==> config.mk <==
export PLATFORM = sky130hd
export DESIGN_NAME = hab_mailbox
export DESIGN_NICKNAME = d
export VERILOG_FILES = /design/src/rtl/hab_pkg.sv /design/src/rtl/hab_decode.sv /design/src/rtl/hab_pointer.sv /design/src/rtl/hab_buffer.sv /design/src/rtl/hab_flags.sv /design/src/rtl/hab_mailbox.sv
export SDC_FILE = /design/constraint.sdc
export NUM_CORES = 2
export LEC_CHECK = 0
export BUFFER_PORTS_ARGS = -buffer_cell sky130_fd_sc_hd__buf_4
export CORE_MARGIN = 4
export CORE_UTILIZATION = 28
export DETAILED_ROUTE_END_ITERATION = 10
export PLACE_DENSITY = 0.54
export SETUP_SLACK_MARGIN = 0.3
export SYNTH_ARGS = -nofsm -noshare
export SYNTH_HDL_FRONTEND = slang
export SYNTH_HIERARCHICAL = 1
export SYNTH_SLANG_ARGS = --single-unit
==> constraint.sdc <==
create_clock -name clk -period 4.1 [get_ports clk]
set_clock_uncertainty 0.15 [all_clocks]
set_input_delay 0.82 -clock clk [delete_from_list [all_inputs] [get_ports clk]]
set_output_delay 0.82 -clock clk [all_outputs]
set_load 0.02 [all_outputs]
==> src/rtl/hab_pkg.sv <==
package hab_pkg;

    localparam logic [7:0] OFS_PTR  = 8'hA6;
    localparam logic [7:0] OFS_DATA = 8'hA7;
    localparam logic [7:0] OFS_STAT = 8'hA8;

    localparam int PEND_BIT = 0;
    localparam int LOAD_BIT = 1;

    typedef enum logic [1:0] {
        SEL_NONE = 2'd0,
        SEL_PTR  = 2'd1,
        SEL_DATA = 2'd2,
        SEL_STAT = 2'd3
    } hsel_e;

    typedef struct packed {
        logic       ptr_load;
        logic       data_wr;
        logic       data_step;
        logic       stat_wr;
        logic       rd;
        hsel_e      sel;
        logic [7:0] wdata;
    } host_op_t;

    function automatic hsel_e decode_sel(input logic [7:0] ofs);
        case (ofs)
            OFS_PTR:  return SEL_PTR;
            OFS_DATA: return SEL_DATA;
            OFS_STAT: return SEL_STAT;
            default:  return SEL_NONE;
        endcase
    endfunction

    function automatic logic [7:0] status_byte(input logic pend);
        logic [7:0] b;
        b = 8'h00;
        b[PEND_BIT] = pend;
        return b;
    endfunction

endpackage

==> src/rtl/hab_decode.sv <==
module hab_decode
    import hab_pkg::*;
(
    input  logic [7:0] host_ofs,
    input  logic       host_wr,
    input  logic       host_rd,
    input  logic [7:0] host_wdata,
    output host_op_t   op
);
    hsel_e sel;

    always_comb begin
        sel          = decode_sel(host_ofs);
        op           = '0;
        op.sel       = sel;
        op.wdata     = host_wdata;
        op.rd        = host_rd;
        op.ptr_load  = host_wr && (sel == SEL_PTR);
        op.data_wr   = host_wr && (sel == SEL_DATA);
        op.stat_wr   = host_wr && (sel == SEL_STAT);
        op.data_step = (host_wr || host_rd) && (sel == SEL_DATA);
    end
endmodule

==> src/rtl/hab_pointer.sv <==
module hab_pointer
    import hab_pkg::*;
#(
    parameter int DEPTH  = 128,
    parameter int ADDR_W = $clog2(DEPTH)
)(
    input  logic              clk,
    input  logic              rst,
    input  host_op_t          op,
    output logic [ADDR_W-1:0] ptr
);
    localparam logic [ADDR_W-1:0] LAST = ADDR_W'(DEPTH - 1);
    localparam bit POW2 = (DEPTH == (1 << ADDR_W));

    logic [ADDR_W-1:0] ptr_inc;
    logic [ADDR_W-1:0] load_val;

    generate
        if (POW2) begin : g_pow2
            assign ptr_inc  = ptr + 1'b1;
            assign load_val = op.wdata[ADDR_W-1:0];
        end else begin : g_cmp
            assign ptr_inc  = (ptr == LAST) ? '0 : ptr + 1'b1;
            assign load_val = (op.wdata[ADDR_W-1:0] > LAST) ? '0 : op.wdata[ADDR_W-1:0];
        end
    endgenerate

    always_ff @(posedge clk) begin
        if (rst)               ptr <= '0;
        else if (op.ptr_load)  ptr <= load_val;
        else if (op.data_step) ptr <= ptr_inc;
    end

    // every data access moves the pointer by one, wrapping at the end
    a_r5_ptr_step: assert property (@(posedge clk) disable iff (rst)
        (op.data_step && !op.ptr_load) |=>
            (ptr == (($past(ptr) == LAST) ? '0 : $past(ptr) + 1'b1)));

    a_r5_ptr_range: assert property (@(posedge clk) disable iff (rst)
        ptr <= LAST);

    // the pointer takes a written value and holds it while idle
    a_r2_ptr_hold: assert property (@(posedge clk) disable iff (rst)
        (!op.ptr_load && !op.data_step) |=> $stable(ptr));
endmodule

==> src/rtl/hab_buffer.sv <==
module hab_buffer #(
    parameter int DEPTH  = 128,
    parameter int ADDR_W = $clog2(DEPTH)
)(
    input  logic              clk,
    input  logic              host_we,
    input  logic [ADDR_W-1:0] host_addr,
    input  logic [7:0]        host_wdata,
    output logic [7:0]        host_rbyte,
    input  logic              proc_we,
    input  logic [ADDR_W-1:0] proc_addr,
    input  logic [7:0]        proc_wdata,
    output logic [7:0]        proc_rbyte
);
    logic [7:0] mem [DEPTH];
    logic       proc_blocked;

    assign proc_blocked = host_we && (host_addr == proc_addr);

    always_ff @(posedge clk) begin
        if (proc_we && !proc_blocked) mem[proc_addr] <= proc_wdata;
        if (host_we)                  mem[host_addr] <= host_wdata;
    end

    assign host_rbyte = mem[host_addr];
    assign proc_rbyte = mem[proc_addr];

    // on a same-address collision the host byte is the one stored
    a_r10_host_wins: assert property (@(posedge clk)
        (host_we && proc_we && proc_blocked) |=> (proc_rbyte == $past(host_wdata)) || (proc_addr != $past(proc_addr)));
endmodule

==> src/rtl/hab_flags.sv <==
module hab_flags
    import hab_pkg::*;
(
    input  logic     clk,
    input  logic     rst,
    input  host_op_t op,
    input  logic     proc_done,
    output logic     pend,
    output logic     start
);
    logic load_ev;
    logic set_val;

    assign load_ev = op.stat_wr && op.wdata[LOAD_BIT];
    assign set_val = op.wdata[PEND_BIT];

    always_ff @(posedge clk) begin
        if (rst) begin
            pend  <= 1'b0;
            start <= 1'b0;
        end else begin
            if (load_ev)        pend <= set_val;
            else if (proc_done) pend <= 1'b0;
            start <= load_ev && set_val && !pend;
        end
    end

    // a guarded status write sets the flag to the written bit
    a_r6_guarded_load: assert property (@(posedge clk) disable iff (rst)
        load_ev |=> (pend == $past(set_val)));

    // without the guard or a clear the flag keeps its value
    a_r7_unguarded_hold: assert property (@(posedge clk) disable iff (rst)
        (!load_ev && !proc_done) |=> $stable(pend));

    // a processor clear drops the flag unless the host loads it
    a_r8_proc_clear: assert property (@(posedge clk) disable iff (rst)
        (proc_done && !load_ev) |=> !pend);

    // the start pulse lasts one cycle and marks a rise of the flag
    a_r9_single_pulse: assert property (@(posedge clk) disable iff (rst)
        start |=> !start);

    a_r9_pulse_on_rise: assert property (@(posedge clk) disable iff (rst)
        start |-> (pend && !$past(pend)));
endmodule

==> src/rtl/hab_mailbox.sv <==
module hab_mailbox
    import hab_pkg::*;
#(
    parameter int DEPTH  = 128,
    parameter int ADDR_W = $clog2(DEPTH)
)(
    input  logic              clk,
    input  logic              rst,
    input  logic [7:0]        host_ofs,
    input  logic              host_wr,
    input  logic              host_rd,
    input  logic [7:0]        host_wdata,
    output logic [7:0]        host_rdata,
    input  logic [ADDR_W-1:0] proc_addr,
    input  logic              proc_wr,
    input  logic [7:0]        proc_wdata,
    output logic [7:0]        proc_rdata,
    input  logic              proc_done,
    output logic              req_pending,
    output logic              req_start
);
    host_op_t          op;
    logic [ADDR_W-1:0] ptr;
    logic [7:0]        buf_byte;
    logic [7:0]        rd_mux;

    hab_decode u_decode (
        .host_ofs   (host_ofs),
        .host_wr    (host_wr),
        .host_rd    (host_rd),
        .host_wdata (host_wdata),
        .op         (op)
    );

    hab_pointer #(.DEPTH(DEPTH), .ADDR_W(ADDR_W)) u_pointer (
        .clk (clk),
        .rst (rst),
        .op  (op),
        .ptr (ptr)
    );

    hab_buffer #(.DEPTH(DEPTH), .ADDR_W(ADDR_W)) u_buffer (
        .clk        (clk),
        .host_we    (op.data_wr),
        .host_addr  (ptr),
        .host_wdata (op.wdata),
        .host_rbyte (buf_byte),
        .proc_we    (proc_wr),
        .proc_addr  (proc_addr),
        .proc_wdata (proc_wdata),
        .proc_rbyte (proc_rdata)
    );

    hab_flags u_flags (
        .clk       (clk),
        .rst       (rst),
        .op        (op),
        .proc_done (proc_done),
        .pend      (req_pending),
        .start     (req_start)
    );

    always_comb begin
        case (op.sel)
            SEL_PTR:  rd_mux = 8'(ptr);
            SEL_DATA: rd_mux = buf_byte;
            SEL_STAT: rd_mux = status_byte(req_pending);
            default:  rd_mux = 8'h00;
        endcase
    end

    always_ff @(posedge clk) begin
        if (rst)        host_rdata <= 8'h00;
        else if (op.rd) host_rdata <= rd_mux;
    end

    // read data only changes on a read strobe
    a_r4_rdata_hold: assert property (@(posedge clk) disable iff (rst)
        !host_rd |=> $stable(host_rdata));

    // status reads never show anything above the pending bit
    a_r7_status_clean: assert property (@(posedge clk) disable iff (rst)
        (host_rd && op.sel == SEL_STAT) |=> (host_rdata[7:1] == 7'd0));

    // reads of unknown offsets return zero
    a_r12_unknown_zero: assert property (@(posedge clk) disable iff (rst)
        (host_rd && op.sel == SEL_NONE) |=> (host_rdata == 8'h00));
endmodule

==> flow_metrics.py <==
metrics = {
    "outcome": {
        "status": "finished, violations left",
        "violations": "negative setup slack",
    },
    "critical_path": {
        "cp.arrival_ns": 3.71,
        "critPathSlowestCell": "o211ai_1",
        "worst_setup_path_start_kind": "input port",
        "reg2regPathDepth": 13,
        "crit_type": "in -> out",
        "regToRegStartpoint": "u_pointer/ptr[1]",
        "rr_endpoint": "host_rdata[0]",
        "path_max_fanout": 6,
        "crit_chain": "clkbuf_16 -> buf_12 -> inv_16 -> buf_8 -> buf_12 -> a211o_1 -> a31oi_4 -> buf_6 -> a211oi_4 -> buf_4 -> o211ai_1 -> buf_4",
        "crit_start": "proc_addr[0]",
        "crit_path_end_kind": "output pin",
        "cp.required_ns": 3.13,
        "r2r_setup_slack_ns": 0.17,
        "crit_path_max_incr_delay_ns": 0.91,
    },
    "timing": {
        "maxSlewViolCount": 0,
        "worst_pin_slew_ns": 1.24,
        "max-slew-margin-rel_pct": 16.7,
        "setup_violations": 8,
        "rsz0062_at_grt": "yes",
        "setup_ws_ns": -0.576,
        "period_needed_ns": 4.68,
        "hold_viol": 0,
        "min_period_over_period_pct": 114,
        "holdWs_ns": 0.143,
        "max_freq_mhz": 214,
    },
    "clock_network": {
        "cts_max_level": 3,
        "cts_tree": "yes",
        "clk_pin_slew_ns": 0.05,
        "clkLatencyLatePin_ns": 0.80,
        "cts_made_buffers": 120,
        "root_buffer": "clkbuf_16",
        "clock_path_buffers": 3,
        "postCtsHoldBufs": 0,
        "clkSinkCount": 1041,
    },
    "floorplanning": {
        "die_area_um2": 234000,
        "fp.dieH_um": 484,
        "die_w_um": 484,
        "initial_core_util_pct": 28.2,
        "ios": 55,
        "rows": 174,
        "core_um2": 225000,
    },
    "run": {
        "cap_violations": 0,
    },
    "synthesis": {
        "avgSynthCellArea_um2": 12.4,
        "yosysWarnings": 6,
        "syn_nets": 5165,
        "ys_seq_area_share_pct": 49.1,
        "synth_async_sr_flop_share_pct": 0,
        "synth_edf_count": 1024,
        "yosysUniqueCellTypes": 99,
        "ys_ff_latch": 1041,
        "synth_ff_type": "edfxtp_1",
        "syn_area_um2": 63400,
        "synth_cells": 5127,
    },
    "cells_and_area": {
        "utilization_pct": 35.9,
        "layout.nets": 5816,
        "drive_gt1_share_pct": 46.6,
        "syn2layout_area_growth_pct": 27.3,
        "postLayoutCellArea_um2": 80700,
    },
    "pwr": {
        "switching_share_pct": 26.4,
        "p_sw_mw": 6.95,
        "sequentialPowerShare_pct": 44.7,
        "total_power_mw": 26.3,
        "p_leak_nw": 27.4,
        "pwr-share-comb_pct": 12.7,
        "internal-power_mw": 19.4,
        "pwr-share-clk_pct": 42.6,
        "peakVddDrop_mv": 0.422,
        "powerDensity_nw_per_um2": 326,
    },
    "drt": {
        "first_pass_iters": 8,
        "drt-total-wl_um": 381000,
        "route.detailed.drc": 0,
        "drtIter0Drc": 10600,
        "vias_per_cell": 6.57,
        "dr_total_vias": 58400,
        "antenna_left": 0,
        "wl_per_cell_um": 42.9,
    },
    "place": {
        "place_area_um2": 74300,
        "dp_hpwl_um": 272000,
        "place.gp.congestion": 1.09,
        "io_buffers": 54,
        "pre_cts_ws_ns": -1.29,
    },
    "grt": {
        "grtUsageTotal_pct": 31.0,
        "grt_max_degree": 130,
        "first_global_vias": 54700,
        "antenna_found_initial": 27,
        "grt_pass1_wl_um": 502000,
        "grt.overflow.total": 0,
    },
    "hold_path": {
        "hold_class": "in -> reg",
        "holdCritStartpoint": "proc_done",
        "hold_depth": 3,
        "min_to": "u_flags/pend",
    },
}
==> logic make-up after synthesis <==
family | Yosys count | share of synthesized area (%)
AOI/OAI and AO/OA | 1440 | 17.1
xor gates and xnor gates | 11 | 0.152
adders and majority gates | 1 | 0.0197
buffers and inverters | 627 | 4.30
DFF | 1041 | 49.1
muxes | 1332 | 24.1
and+or+nand+nor | 675 | 5.30
==> cell usage after synthesis (31+ instances only) <==
cell type	instances	area [um2]
nor2_1	117	439
a31oi_1	34	213
o221ai_1	37	324
a222oi_1	71	711
a22o_1	43	377
nand2_1	270	1010
mux2_2	1117	12600
mux4_2	41	923
clkbuf_1	364	1370
edfxtp_1	1024	30700
buf_1	53	199
nor2b_1	37	231
a21oi_1	166	831
a21bo_2	43	430
nor3_1	31	155
a221oi_1	205	1800
buf_2	157	786
a221o_1	58	581
a22oi_1	235	1760
o21ai_0	182	911
o22ai_1	121	757
mux2i_1	170	1700
==> power groups by stage <==
stage                     combinational (mW)  sequential, mW  clock, mW
final                                   3.35            11.8       11.2
after global routing                    3.35            11.8       11.7
after CTS                               3.16            11.8       11.3
after detailed placement                2.94            12.0          0
after global placement                  2.91            12.0          0
after floorplan                         1.37            12.0          0
==> worst max-delay path by stage <==
stage                    end  cells after the start
3_5_place_dp   proc_rdata[3]                     15
3_3_place_gp   proc_rdata[3]                     15
6_report       proc_rdata[6]                     12
4_1_cts        proc_rdata[6]                     12
2_1_floorplan  proc_rdata[7]                     10
5_1_grt        proc_rdata[6]                     12
==> worst max-delay path, delay by kind of cell <==
| kind | cells | cell delay, ns |
|---|---|---|
| buffers and inverters | 8 | 1.25 |
| AO/OA/AOI/OAI | 4 | 1.57 |
==> routing by layer <==
| layer | up-vias | global-route usage, % | wire length [um] |
|---|---|---|---|
| li1 | 22100 | - | - |
| met1 | 29600 | 40.1 | 143000 |
| met2 | 5254 | 44.7 | 156000 |
| met3 | 1400 | 8.88 | 48500 |
| met4 | 13 | 21.3 | 33500 |
| met5 | - | 0 | 91 |
==> cell usage in the layout (no fill, tap or decap), types with 157 or more instances in the layout <==
cell type	instances
buf_4	894
edfxtp_1	1024
a22oi_1	225
a221oi_1	193
a21oi_1	157
buf_12	165
mux2_2	1114
mux2i_1	166
o21ai_0	169
nand2_1	269
==> final cells by class <==
type,instances,area [um2]
diodes,23,57.6
clock buffers,148,3170
clock inverters,73,791
fillers,22000,144000
inverters,19,95.1
multi-input cells,3459,30500
flip-flops and latches,1041,31100
well taps,2992,3740
repair buffers,1137,11200
==> timing repair <==
item / 4_1_cts / 5_1_grt
pin swaps: 58 / 37
gates resized for setup: 178 / 65
hold endpoints to repair: 0 / 0
buffers inserted: 72 / 24
setup endpoints to repair: 22 / 39
cloned: 10 / 1
==> per-stage QoR <==
stage               instances  TNS [ns]
finish                   8892     -2.80
global route             8871     -2.43
CTS                      8844     -1.93
detailed placement       8541    -12.06
global placement         8541     -8.09
floorplan                5127         0
==> registers in the layout, indices dropped and copies added (netlist names) <==
name	cells
host_rdata	8
u_flags/start	1
u_buffer/mem	1024
u_flags/pend	1
u_pointer/ptr	7
Power figures use the tool's default switching activity.
